`src/rtl/flow_ctrl_pkg.sv`:
```
package flow_ctrl_pkg;

  typedef enum logic [1:0] {
    PH_OPC  = 2'd0,
    PH_LO   = 2'd1,
    PH_HI   = 2'd2,
    PH_SKIP = 2'd3
  } phase_e;

  typedef enum logic [2:0] {
    K_OTHER = 3'd0,
    K_HALT  = 3'd1,
    K_JUMP  = 3'd2,
    K_CALL  = 3'd3,
    K_RET   = 3'd4,
    K_RST   = 3'd5
  } kind_e;

  typedef struct packed {
    kind_e      kind;
    logic       cond;
    logic [2:0] field;
  } dec_t;

endpackage

```
`src/rtl/flow_ctrl_decode.sv`:
```
module flow_ctrl_decode
  import flow_ctrl_pkg::*;
(
  input  logic [7:0] opc,
  output dec_t       dec
);

  always_comb begin
    dec.kind  = K_OTHER;
    dec.cond  = 1'b0;
    dec.field = opc[5:3];
    if (opc == 8'h00 || opc == 8'h01 || opc == 8'hFF) begin
      dec.kind = K_HALT;
    end else if (opc[7:6] == 2'b01) begin
      unique case (opc[2:0])
        3'b000:  begin dec.kind = K_JUMP; dec.cond = 1'b1; end
        3'b010:  begin dec.kind = K_CALL; dec.cond = 1'b1; end
        3'b100:  dec.kind = K_JUMP;
        3'b110:  dec.kind = K_CALL;
        default: dec.kind = K_OTHER;
      endcase
    end else if (opc[7:6] == 2'b00) begin
      unique case (opc[2:0])
        3'b011:  begin dec.kind = K_RET; dec.cond = 1'b1; end
        3'b111:  dec.kind = K_RET;
        3'b101:  dec.kind = K_RST;
        default: dec.kind = K_OTHER;
      endcase
    end
  end

endmodule

```
`src/rtl/flow_ctrl_cond.sv`:
```
module flow_ctrl_cond #(
  parameter int N_FLAGS = 4,
  localparam int SEL_W  = $clog2(N_FLAGS)
) (
  input  logic [SEL_W:0]     field,
  input  logic [N_FLAGS-1:0] flags,
  output logic               hold
);

  // top bit of field is the wanted polarity, low bits pick the flag
  always_comb begin
    hold = (flags[field[SEL_W-1:0]] == field[SEL_W]);
  end

endmodule

```
`src/rtl/flow_ctrl_stack.sv`:
```
module flow_ctrl_stack #(
  parameter int W     = 14,
  parameter int DEPTH = 7,
  localparam int SP_W = $clog2(DEPTH)
) (
  input  logic         clk,
  input  logic         rst_n,
  input  logic         push,
  input  logic         pop,
  input  logic [W-1:0] wr_data,
  output logic [W-1:0] rd_data
);

  logic [W-1:0]    mem [DEPTH];
  logic [SP_W-1:0] sp_q, sp_d, sp_prev, sp_next;

  always_comb begin
    sp_prev = (sp_q == '0) ? SP_W'(DEPTH - 1) : sp_q - SP_W'(1);
    sp_next = (sp_q == SP_W'(DEPTH - 1)) ? '0 : sp_q + SP_W'(1);
    sp_d    = sp_q;
    if (push)     sp_d = sp_next;
    else if (pop) sp_d = sp_prev;
    rd_data = mem[sp_prev];
  end

  always_ff @(posedge clk or negedge rst_n) begin
    if (!rst_n)           sp_q <= '0;
    else if (push || pop) sp_q <= sp_d;
  end

  always_ff @(posedge clk) begin
    if (push) mem[sp_q] <= wr_data;
  end

endmodule

```
`src/rtl/flow_ctrl.sv`:
```
module flow_ctrl
  import flow_ctrl_pkg::*;
#(
  parameter int PC_W      = 14,
  parameter int STK_DEPTH = 7,
  localparam int BYTE_W   = 8,
  localparam int TGT_W    = 2 * BYTE_W,
  localparam int MAX_OPS  = 2
) (
  input  logic              clk,
  input  logic              rst_n,
  input  logic              byte_valid,
  input  logic [BYTE_W-1:0] byte_data,
  input  logic [1:0]        op_len,
  input  logic              flag_carry,
  input  logic              flag_zero,
  input  logic              flag_sign,
  input  logic              flag_parity_even,
  output logic [PC_W-1:0]   pc,
  output logic              halted,
  output logic              at_opcode
);

  // reset: asserted at once, released after two edges
  logic rst_s0_q, rst_sync_n;
  always_ff @(posedge clk or negedge rst_n) begin
    if (!rst_n) begin
      rst_s0_q   <= 1'b0;
      rst_sync_n <= 1'b0;
    end else begin
      rst_s0_q   <= 1'b1;
      rst_sync_n <= rst_s0_q;
    end
  end

  phase_e            phase_q, phase_d;
  logic [PC_W-1:0]   pc_q, pc_d, pc_inc;
  logic              halted_q, halted_d;
  logic [BYTE_W-1:0] lo_q, lo_d;
  logic              take_q, take_d, call_q, call_d;
  logic [1:0]        skip_q, skip_d, len_eff;
  logic              accept, cond_ok, push, pop;
  logic [PC_W-1:0]   pop_data;
  logic [TGT_W-1:0]  target;
  dec_t              dec;

  flow_ctrl_decode u_dec (
    .opc (byte_data),
    .dec (dec)
  );

  flow_ctrl_cond #(.N_FLAGS(4)) u_cond (
    .field (dec.field),
    .flags ({flag_parity_even, flag_sign, flag_zero, flag_carry}),
    .hold  (cond_ok)
  );

  flow_ctrl_stack #(.W(PC_W), .DEPTH(STK_DEPTH)) u_stk (
    .clk     (clk),
    .rst_n   (rst_sync_n),
    .push    (push),
    .pop     (pop),
    .wr_data (pc_inc),
    .rd_data (pop_data)
  );

  always_comb begin
    accept  = byte_valid && !halted_q;
    pc_inc  = pc_q + PC_W'(1);
    target  = {byte_data, lo_q};
    len_eff = (op_len > 2'(MAX_OPS)) ? 2'(MAX_OPS) : op_len;

    phase_d  = phase_q;
    pc_d     = pc_q;
    halted_d = halted_q;
    lo_d     = lo_q;
    take_d   = take_q;
    call_d   = call_q;
    skip_d   = skip_q;
    push     = 1'b0;
    pop      = 1'b0;

    if (accept) begin
      unique case (phase_q)
        PH_OPC: begin
          unique case (dec.kind)
            K_HALT: halted_d = 1'b1;
            K_RET: begin
              if (!dec.cond || cond_ok) begin
                pop  = 1'b1;
                pc_d = pop_data;
              end else begin
                pc_d = pc_inc;
              end
            end
            K_RST: begin
              push      = 1'b1;
              pc_d      = '0;
              pc_d[5:0] = {dec.field, 3'b000};
            end
            K_JUMP, K_CALL: begin
              take_d  = !dec.cond || cond_ok;
              call_d  = (dec.kind == K_CALL);
              pc_d    = pc_inc;
              phase_d = PH_LO;
            end
            default: begin
              pc_d = pc_inc;
              if (len_eff != 2'd0) begin
                skip_d  = len_eff;
                phase_d = PH_SKIP;
              end
            end
          endcase
        end
        PH_LO: begin
          lo_d    = byte_data;
          pc_d    = pc_inc;
          phase_d = PH_HI;
        end
        PH_HI: begin
          phase_d = PH_OPC;
          if (take_q) begin
            pc_d = PC_W'(target);
            push = call_q;
          end else begin
            pc_d = pc_inc;
          end
        end
        default: begin
          pc_d   = pc_inc;
          skip_d = skip_q - 2'd1;
          if (skip_q == 2'd1) phase_d = PH_OPC;
        end
      endcase
    end
  end

  always_ff @(posedge clk or negedge rst_sync_n) begin
    if (!rst_sync_n) begin
      phase_q  <= PH_OPC;
      pc_q     <= '0;
      halted_q <= 1'b0;
      lo_q     <= '0;
      take_q   <= 1'b0;
      call_q   <= 1'b0;
      skip_q   <= '0;
    end else if (accept) begin
      phase_q  <= phase_d;
      pc_q     <= pc_d;
      halted_q <= halted_d;
      lo_q     <= lo_d;
      take_q   <= take_d;
      call_q   <= call_d;
      skip_q   <= skip_d;
    end
  end

  assign pc        = pc_q;
  assign halted    = halted_q;
  assign at_opcode = (phase_q == PH_OPC);

endmodule

```
`config.mk`:
```
export PLATFORM = sky130hd
export DESIGN_NAME = flow_ctrl
export DESIGN_NICKNAME = d
export VERILOG_FILES = /design/src/rtl/flow_ctrl_pkg.sv /design/src/rtl/flow_ctrl_decode.sv /design/src/rtl/flow_ctrl_cond.sv /design/src/rtl/flow_ctrl_stack.sv /design/src/rtl/flow_ctrl.sv
export SDC_FILE = /design/constraint.sdc
export NUM_CORES = 1
export LEC_CHECK = 0
export CAP_MARGIN = 20
export CORE_ASPECT_RATIO = 0.6
export CORE_UTILIZATION = 50
export DETAILED_ROUTE_END_ITERATION = 10
export DONT_BUFFER_PORTS = 1
export PLACE_DENSITY = 0.72
export SLEW_MARGIN = 20
export SYNTH_ARGS = -nofsm -noshare
export SYNTH_HDL_FRONTEND = slang
export SYNTH_SLANG_ARGS = --single-unit
```
`constraint.sdc`:
```
create_clock -name clk -period 1.52 [get_ports clk]
set_clock_uncertainty 0.2 [all_clocks]
set_input_delay 0.076 -clock clk [delete_from_list [all_inputs] [get_ports clk]]
set_output_delay 0.076 -clock clk [all_outputs]
set_load 0.01 [all_outputs]
```
==> results of run 1 <==
area by class of cell:
type,instances,area [µm²]
fillers,601,2170
flip-flops and latches,132,3800
diodes,1,2.50
clock inverters,14,141
inverters,17,78.8
well taps,165,206
clock buffers,18,429
repair buffers,197,1940
multi-input cells,349,3490
routing by layer:
layer	vias up	track usage	routed length [µm]
li1	2422	-	-
met1	3004	0.505	9790
met2	479	0.554	11200
met3	91	0.106	3170
met4	2	0.121	750
met5	-	0	49
cells by family (layout without fill, tap and decap cells):
family                   Yosys count  in the layout  share of synthesized area
AND/OR/NAND/NOR                  154            154                      0.114
flip-flops                       132            132                      0.592
adder cells (fa/ha/maj)           10             10                     0.0195
multiplexers                      34             34                     0.0770
AO/OA/AOI/OAI                    137            137                      0.150
XOR/XNOR                          13             13                     0.0190
buffers and inverters             43            246                     0.0274
other                              1              2                   0.000586
synth_stat cells, types with 7 or more instances:
| cell | n | area, µm² |
|---|---|---|
| sky130_fd_sc_hd__a311oi_1 | 8 | 70.1 |
| sky130_fd_sc_hd__mux2_2 | 12 | 135 |
| sky130_fd_sc_hd__mux4_2 | 11 | 248 |
| sky130_fd_sc_hd__nand3_1 | 16 | 80.1 |
| sky130_fd_sc_hd__xnor2_1 | 8 | 70.1 |
| sky130_fd_sc_hd__edfxtp_1 | 98 | 2940 |
| sky130_fd_sc_hd__o21ai_0 | 32 | 160 |
| sky130_fd_sc_hd__a221oi_1 | 7 | 61.3 |
| sky130_fd_sc_hd__nand2_1 | 45 | 169 |
| sky130_fd_sc_hd__ha_1 | 10 | 125 |
| sky130_fd_sc_hd__inv_1 | 17 | 63.8 |
| sky130_fd_sc_hd__nor2_1 | 38 | 143 |
| sky130_fd_sc_hd__nor3_1 | 24 | 120 |
| sky130_fd_sc_hd__clkbuf_1 | 16 | 60.1 |
| sky130_fd_sc_hd__a21oi_1 | 27 | 135 |
| sky130_fd_sc_hd__mux2i_1 | 11 | 110 |
| sky130_fd_sc_hd__dfrtp_1 | 34 | 851 |
flip-flops by register name, indices dropped and copies added (netlist names):
signal and flops:
pc 14, u_stk.mem 98, take_q 1, call_q 1
skip_q 2, u_stk.sp_q 3, rst_s0_q 1, lo_q 8
halted 1, phase_q 2, rst_sync_n 1
timing repair:
item                                    4_1_cts  5_1_grt
gates resized for setup                     117       58
endpoints found under the setup margin      214      216
setup buffers                                22       23
pin swaps                                    47       37
hold buffers                                  9        4
endpoints found under the hold margin        27       11
gates cloned                                  6        1
per-stage QoR:
| step | cell area (µm²) | util | cells |
|---|---|---|---|
| after CTS | 9700 | 0.791 | 871 |
| after global placement | 8170 | 0.667 | 805 |
| after detailed placement | 8170 | 0.667 | 805 |
| after floorplan | 6970 | - | 524 |
| final | 10100 | 0.823 | 893 |
| after global routing | 10100 | 0.823 | 892 |
worst min path at each step:
stage	from	endpoint	slack, ps	depth (start not counted)
2_1_floorplan	rst_n	rst_s0_q	-420	0
3_3_place_gp	rst_n	rst_s0_q	-420	0
3_5_place_dp	rst_n	rst_s0_q	-420	0
4_1_cts	byte_data[6]	lo_q[6]	-410	1
5_1_grt	byte_data[0]	take_q	-1	5
6_report	byte_data[0]	take_q	-30	5
power breakdown:
group | internal [mW] | switching (mW) | total (mW) | leakage (nW)
clock network | 2.30 | 1.73 | 4.02 | 0.278
registers | 4.90 | 0.471 | 5.37 | 1.27
logic | 6.40 | 7.22 | 13.6 | 2.28
total | 13.6 | 9.42 | 23.0 | 3.83
worst max-delay path: stages, from the launching register on:
cell and delay [ps]:
sky130_fd_sc_hd__dfrtp_1 380, sky130_fd_sc_hd__inv_2 80, sky130_fd_sc_hd__ha_4 190, sky130_fd_sc_hd__nor4b_1 140, sky130_fd_sc_hd__and3_1 190, sky130_fd_sc_hd__a211o_4 350
sky130_fd_sc_hd__buf_4 180, sky130_fd_sc_hd__o21ai_0 220, sky130_fd_sc_hd__o21ai_0 220, sky130_fd_sc_hd__a31o_4 270
==> metrics.cfg, run 1 <==
[setup_path]
crit_path_start=phase_q[1]
r2r-end=pc[7]
timing_worst_setup_path_type=register to register
endpoint=pc[7]
r2r_slack_ps=-1010
ff2ff_path_depth=9
path_max_fanout=10
crit_path_start_kind=register
end_kind=register
crit_arrival_ps=2640
r2r_start=phase_q[1]
worst_ep_required_time_ps=1630

[sta]
timing_hold_violations_final=2
maxClockFrequency_ghz=0.396
worstMarginPinSlew_ps=536
rsz_0062_raised_after_global_routing=true
max-slew-margin-rel=0.641
setup_tns_ps=-119810
timing.final.max_slew_violations=0
fin_ws_ps=-1010
final.period_utilization=1.66
setup_viol_count_final=208
hold-worst-slack_ps=-30.5
period_needed_ps=2530

[synthesis]
synth_edf_count=98
mappedNetlistNets=551
asyncSetResetFlopFracSynth=0.258
ys_types=70
cells_after_synth=524
avgSynthCellArea_um2=12.2
mappedNetlistArea_um2=6400
synth_flop_cell=sky130_fd_sc_hd__edfxtp_1
ys_seq_area_frac=0.592
ys_warn_count=0
synth_seq_cells=132

[clock_network]
cts.clk_slew.worst_paths_ps=60
tritoncts=yes
h-tree-depth=4
cts.path.max_buffers=2
cts_buffers=17
worst_skew_pair.late_latency_ps=430
cts.sink_count=132
ctsRootBufferMaster=sky130_fd_sc_hd__clkbuf_16

[global_route]
grt_util_all_layers=0.363
antenna_found_initial=1
global_route.overflow_total=0
grt_start_max_net_pins=33
grt_pass1_vias=5546
grt_pass1_wl_um=33800

[route]
vias_per_cell=6.72
dr_total_vias=5998
detail-route-antenna-nets=0
drt-initial-drc-count=680
postRouteWirelength_um=24900
post_drt_wl_per_cell_um=27.9
detailedRoute.firstPassIterationCount=5
number_of_remaining_drc_errors=0

[placement]
place_worst_setup_slack_ps=-961
place_hpwl_um=14100
place.port_buffers=0
routabilityCongestion=0.990

[outcome]
outcome=finished with violations
failed_checks=hold timing, setup timing

[finish]
post_route_cells_drive_above_1_share=0.527
area_delta_synth_final_pct=57.5
most_common_cell_after_layout_fill_and_taps_aside=sky130_fd_sc_hd__buf_4
layout_common_cells=sky130_fd_sc_hd__buf_4, sky130_fd_sc_hd__edfxtp_1, sky130_fd_sc_hd__buf_6
fin_nets=741

[floorplan]
initial_utilization=0.522
core-area_um2=12300
die_height_um=89.7
die_area_um2=13300
num_io_pins=33
dieWidth_um=148
core.rowCount=31

[power_and_ir_drop]
power.density_cell_area_nw_per_um2=2280
vdd_ir_drop_max_mv=1.31
p_leak_nw=3.83
design_power_total_mw=23.0

[worst_hold_path]
min_path_type=primary input to register

[flow_run]
max-cap-violations=0

Note: power is estimated with default switching activity, not from simulation.
==> run 2: changes to the inputs <==
- CORE_MARGIN: unset -> 2
- SLEW_MARGIN: 20 -> 10
- TNS_END_PERCENT: unset -> 5
==> metrics.cfg, run 2 (synthesis results as in run 1) <==
[global_route]
antenna_found_initial=0  ; -1
grt_pass1_vias=5496  ; -0.90%
grt_start_max_net_pins=33  ; unchanged
grt_util_all_layers=0.326  ; -0.0366
grt_pass1_wl_um=32500  ; -3.8%
global_route.overflow_total=0  ; unchanged

[setup_path]
ff2ff_path_depth=9  ; unchanged
cp_num_buf_inv=2  ; unchanged
r2r_slack_ps=-910  ; +90 ps
r2r-end=pc[0]
critical_path_depth=9  ; unchanged
timing_worst_setup_path_type=register to register
worst_ep_required_time_ps=1620  ; about the same
endpoint=pc[0]
crit_path_start_kind=register
path_max_fanout=6  ; -4
crit_path_start=u_stk.sp_q[1]
cp_top_family=multiplexers
end_kind=register
crit_arrival_ps=2530  ; -110 ps
r2r_start=u_stk.sp_q[1]
highest_delay_cell_along_the_critical_path=sky130_fd_sc_hd__mux4_2
slowest_delay_ps=520  ; +140 ps
cell_breakdown_of_the_critical_path=inv_4 -> ha_4 -> nor2b_4 -> nor2_4 -> buf_12 -> mux4_2 -> a21oi_4 -> a21oi_2 -> o221a_2

[floorplan]
core-area_um2=12300  ; unchanged
initial_utilization=0.522  ; unchanged
die_area_um2=13800  ; +3.6%
core.rowCount=31  ; unchanged
die_height_um=91.7  ; +2.2%
num_io_pins=33  ; unchanged
dieWidth_um=150  ; +1.4%

[placement]
place_worst_setup_slack_ps=-1260  ; -297 ps
routabilityCongestion=0.980  ; -0.93%
placement.cell_area_um2=7870  ; -3.7%
place_hpwl_um=14400  ; +2.1%
number_of_placed_instances_taps_included=806  ; +0.12%
place.port_buffers=0  ; unchanged

[finish]
most_common_cell_after_layout_fill_and_taps_aside=sky130_fd_sc_hd__buf_4
layout.cells.non_filler=865  ; -3.1%
number_of_fill_cells_in_the_layout=748  ; +24%
fin_nets=713  ; -3.8%
area_delta_synth_final_pct=44.9
post-route-util=0.757  ; -0.0661
max_flop_register=u_stk.mem
post-route-cell-area_um2=9280  ; -8.0%
layout_common_cells=sky130_fd_sc_hd__buf_4, sky130_fd_sc_hd__edfxtp_1, sky130_fd_sc_hd__nand2_1
largest_register_ff_count=98  ; unchanged
post_route_cells_drive_above_1_share=0.454  ; -0.0733

[sta]
final.period_utilization=1.60  ; -0.0609
timing_hold_violations_final=0  ; -2
max-slew-margin-rel=0.633  ; -0.00807
rsz_0062_raised_after_global_routing=true
maxClockFrequency_ghz=0.411  ; +3.8%
setup_viol_count_final=207  ; -0.48%
worstMarginPinSlew_ps=548  ; +11.7 ps
fin_ws_ps=-913  ; +92.5 ps
setup_tns_ps=-103470  ; +16,330 ps
hold-worst-slack_ps=57.8  ; +88.3 ps
timing.final.max_slew_violations=0  ; unchanged
period_needed_ps=2430  ; -92.5 ps

[route]
number_of_remaining_drc_errors=0  ; unchanged
detail-route-antenna-nets=0  ; unchanged
detailedRoute.firstPassIterationCount=5  ; unchanged
postRouteWirelength_um=21800  ; -13%
dr_total_vias=5493  ; -8.4%
post_drt_wl_per_cell_um=25.2  ; -9.8%
drt-initial-drc-count=671  ; -1.3%
vias_per_cell=6.35  ; -5.5%

[clock_network]
worst_skew_pair.late_latency_ps=420  ; about the same
tritoncts=yes
cts_buffers=17  ; unchanged
cts.sink_count=132  ; unchanged
cts.path.max_buffers=2  ; unchanged
ctsRootBufferMaster=sky130_fd_sc_hd__clkbuf_16
h-tree-depth=4  ; unchanged
cts.clk_slew.worst_paths_ps=60  ; about the same

[flow_run]
max-cap-violations=0  ; unchanged

[power_and_ir_drop]
vdd_ir_drop_max_mv=1.39  ; +6.5%
design_power_total_mw=20.7  ; -10%
power.density_cell_area_nw_per_um2=2230  ; -2.1%
p_leak_nw=3.50  ; -8.5%

[worst_hold_path]
min_path_type=primary input to register

[outcome]
failed_checks=setup timing
outcome=finished with violations

run 2: cell count changes in the layout (fill, tap and decap cells not counted), moves of 5 or more:
cell / previous run / this run
sky130_fd_sc_hd__nand3_1: 7 / 12
sky130_fd_sc_hd__dfrtp_2: 8 / 3
sky130_fd_sc_hd__xnor2_4: 7 / 1
sky130_fd_sc_hd__mux2_4: 9 / 0
sky130_fd_sc_hd__buf_6: 39 / 14
sky130_fd_sc_hd__a21oi_2: 15 / 10
sky130_fd_sc_hd__mux2_2: 3 / 12
sky130_fd_sc_hd__a21oi_1: 9 / 15
sky130_fd_sc_hd__dfrtp_1: 26 / 31
sky130_fd_sc_hd__nand2_2: 2 / 7
run 2: layout make-up:
class / count / area (µm²) / area share
clock buffer: 21 / 504 / 0.0543
antenna: 1 / 2.50 / 0.000270
timing repair buffer: 169 / 1500 / 0.162
clock inverter: 11 / 125 / 0.0135
inverter: 17 / 68.8 / 0.00742
sequential: 132 / 3800 / 0.409
tap: 165 / 206 / 0.0223
multi-input combinational: 349 / 3070 / 0.331
run 2: report_power, final:
group / total (mW) / switching, mW / leakage [nW] / internal (mW)
combinational: 11.1 / 6.17 / 1.92 / 4.93
sequential: 5.30 / 0.417 / 1.28 / 4.88
clock: 4.31 / 1.70 / 0.310 / 2.61
total: 20.7 / 8.28 / 3.50 / 12.4
run 2: repair_timing:
action,in CTS,in global routing
hold endpoints to repair,29,1
pin swaps,32,15
endpoints found under the setup margin,213,214
cloned,1,0
hold buffers,14,1
resized for setup,71,45
buffers inserted,7,4
run 2: worst min-delay path by stage:
stage / slack (ps) / start / end / cells past startpoint
3_3_place_gp: -420 / rst_n / rst_sync_n / 0
2_1_floorplan: -420 / rst_n / rst_s0_q / 0
6_report: 60 / byte_data[0] / pc[8] / 3
3_5_place_dp: -420 / rst_n / rst_s0_q / 0
5_1_grt: 60 / byte_data[1] / pc[2] / 4
4_1_cts: 20 / byte_data[1] / pc[2] / 4
run 2: worst reg2reg max path, delay by kind of cell, from the launching register on:
kind            cells  cell delay (ps)
flops               1              400
compound gates      3              480
buf+inv             2              220
fa+ha+maj           1              170
mux                 1              520
simple gates        2              320
run 2: metal layers:
layer  wire length [µm]  track usage  up-vias
met2               9690        0.466      341
met1               9070        0.481     2756
met3               2550        0.105       43
li1                   -            -     2353
met4                451       0.0936        0
met5                  0            0        -
==> run 3: changes to the inputs <==
- REMOVE_ABC_BUFFERS: unset -> 1
==> metrics.cfg, run 3 (synthesis results as in run 1) <==
[power_and_ir_drop]
power.share.switching=0.403  ; +0.00328
seqPwrFrac=0.256  ; about the same
p_leak_nw=3.46  ; -1.2%
intPower_mw=12.3  ; -1.1%
net-switching-power_mw=8.31  ; +0.30%
vdd_ir_drop_max_mv=1.21  ; -13%
design_power_total_mw=20.6  ; -0.52%
pwr-share-comb=0.544  ; +0.008
power.density_cell_area_nw_per_um2=2250  ; +0.87%
clock_power_share=0.200  ; -0.008

[floorplan]
dieWidth_um=150  ; unchanged
initial_utilization=0.522  ; unchanged
core-area_um2=12300  ; unchanged
core.rowCount=31  ; unchanged
num_io_pins=33  ; unchanged
die_area_um2=13800  ; unchanged
die_height_um=91.7  ; unchanged

[setup_path]
crit_path_start_kind=register
cell_breakdown_of_the_critical_path=inv_2 -> ha_4 -> nor2b_4 -> nor2_4 -> buf_6 -> buf_4 -> mux2i_1 -> a211oi_2 -> nor4b_2 -> buf_4 -> o211ai_1
worst_ep_required_time_ps=1620  ; about the same
crit_arrival_ps=2550  ; +20 ps
end_kind=register
cp_num_buf_inv=4  ; +2
slowest_delay_ps=380  ; -140 ps
crit_path_frequent_cell=sky130_fd_sc_hd__buf_4
cp_top_family=simple AND/OR/NAND/NOR gates
timing_worst_setup_path_type=register to register
path_max_fanout=6  ; unchanged
highest_delay_cell_along_the_critical_path=sky130_fd_sc_hd__dfrtp_1

[sta]
final.period_utilization=1.61  ; +0.00950
setup_tns_ps=-110970  ; -7490 ps
timing_hold_violations_final=0  ; unchanged
worstMarginPinSlew_ps=574  ; +25.5 ps
rsz_0062_raised_after_global_routing=true
period_needed_ps=2450  ; +14.4 ps
setup_viol_count_final=215  ; +3.9%
max-slew-margin-rel=0.616  ; -0.0166
maxClockFrequency_ghz=0.409  ; -0.59%
fin_ws_ps=-927  ; -14.4 ps
timing.final.max_slew_violations=0  ; unchanged
hold-worst-slack_ps=5.36  ; -52.5 ps

[finish]
layout_common_cells=sky130_fd_sc_hd__buf_4, sky130_fd_sc_hd__edfxtp_1, sky130_fd_sc_hd__nand2_1
max_flop_register=u_stk.mem
fin_nets=710  ; -0.42%
post_route_cells_drive_above_1_share=0.437  ; -0.0167
most_common_cell_after_layout_fill_and_taps_aside=sky130_fd_sc_hd__buf_4
largest_register_ff_count=98  ; unchanged
area_delta_synth_final_pct=42.9
antenna_cells=0  ; -1

[route]
post_drt_wl_per_cell_um=25.7  ; +2.1%
detailedRoute.firstPassIterationCount=5  ; unchanged
vias_per_cell=6.52  ; +2.6%
detail-route-antenna-nets=0  ; unchanged
number_of_remaining_drc_errors=0  ; unchanged
drt-initial-drc-count=728  ; +8.5%
dr_total_vias=5610  ; +2.1%
postRouteWirelength_um=22100  ; +1.7%

[outcome]
failed_checks=setup timing
outcome=finished with violations

[global_route]
grt_pass1_wl_um=31800  ; -2.4%
grt_pass1_vias=5442  ; -0.98%
global_route.overflow_total=0  ; unchanged
antenna_found_initial=1  ; +1
grt_util_all_layers=0.320  ; -0.00692
grt_start_max_net_pins=33  ; unchanged

[placement]
routabilityCongestion=0.952  ; -2.9%
place_hpwl_um=14200  ; -1.7%
place.port_buffers=0  ; unchanged
place_worst_setup_slack_ps=-1170  ; +85.3 ps

[clock_network]
cts.clk_slew.worst_paths_ps=60  ; about the same
h-tree-depth=4  ; unchanged
ctsRootBufferMaster=sky130_fd_sc_hd__clkbuf_16
worst_skew_pair.late_latency_ps=440  ; +20 ps
cts.path.max_buffers=2  ; unchanged
cts_buffers=17  ; unchanged
tritoncts=yes
cts.sink_count=132  ; unchanged

[flow_run]
max-cap-violations=0  ; unchanged

[worst_hold_path]
min_path_type=primary input to register

## run 3: final cells by class
| cell class | instances | area (µm²) |
|---|---|---|
| Multi-Input combinational cell | 349 | 3000 |
| Timing Repair Buffer | 166 | 1500 |
| Clock inverter | 15 | 164 |
| Clock buffer | 17 | 425 |
| Tap cell | 165 | 206 |
| Inverter | 17 | 68.8 |
| Sequential cell | 132 | 3790 |
| Fill cell | 751 | 3110 |
## run 3: final timing paths
| path | startpoint | to | slack (ps) | depth (start not counted) |
|---|---|---|---|---|
| worst max-delay path | u_stk.sp_q[0] | pc[9] | -930 | 11 |
| worst min-delay path | byte_data[2] | call_q | 5 | 5 |
| worst max register to register | u_stk.sp_q[0] | pc[9] | -930 | 11 |
| worst min register to register | rst_sync_n | lo_q[3] | 100 | 1 |
| max in group asynchronous | rst_sync_n | pc[0] | 640 | 1 |
| min in group asynchronous | rst_sync_n | lo_q[3] | 100 | 1 |
## run 3: per-stage QoR
step | cell area (µm²) | instances | util
after floorplan | 6290 | 498 | -
after global placement | 7680 | 802 | 0.626
after detailed placement | 7680 | 802 | 0.626
after CTS | 8810 | 854 | 0.719
after global routing | 9150 | 861 | 0.747
final | 9150 | 861 | 0.747
## run 3: worst reg2reg max path, cell delays in order, from the launching register on
cell and delay (ps):
sky130_fd_sc_hd__dfrtp_1 380, sky130_fd_sc_hd__inv_2 80, sky130_fd_sc_hd__ha_4 180, sky130_fd_sc_hd__nor2b_4 140, sky130_fd_sc_hd__nor2_4 150, sky130_fd_sc_hd__buf_6 150
sky130_fd_sc_hd__buf_4 110, sky130_fd_sc_hd__mux2i_1 210, sky130_fd_sc_hd__a211oi_2 100, sky130_fd_sc_hd__nor4b_2 330, sky130_fd_sc_hd__buf_4 180, sky130_fd_sc_hd__o211ai_1 100
## run 3: what timing repair did
item                       CTS  global route
hold endpoints to repair    29            12
resized for setup           87            57
hold buffers                10             3
setup buffers               10             3
setup endpoints to repair  216           216
gates cloned                 0             1
pin swaps                   32            10
## run 3: power by group through the flow
stage               clock (mW)  combinational, mW  sequential [mW]
finish                    4.12               11.2             5.28
global route              4.30               11.8             5.31
CTS                       4.13               10.1             5.22
detailed placement           0               8.71             5.25
global placement             0               8.47             5.24
floorplan                    0               4.11             5.48
## run 3: metal layers
| layer | routed length [µm] | vias up | track usage |
|---|---|---|---|
| li1 | - | 2340 | - |
| met1 | 8910 | 2777 | 0.460 |
| met2 | 9830 | 435 | 0.455 |
| met3 | 2850 | 56 | 0.110 |
| met4 | 476 | 2 | 0.105 |
| met5 | 63 | - | 0 |
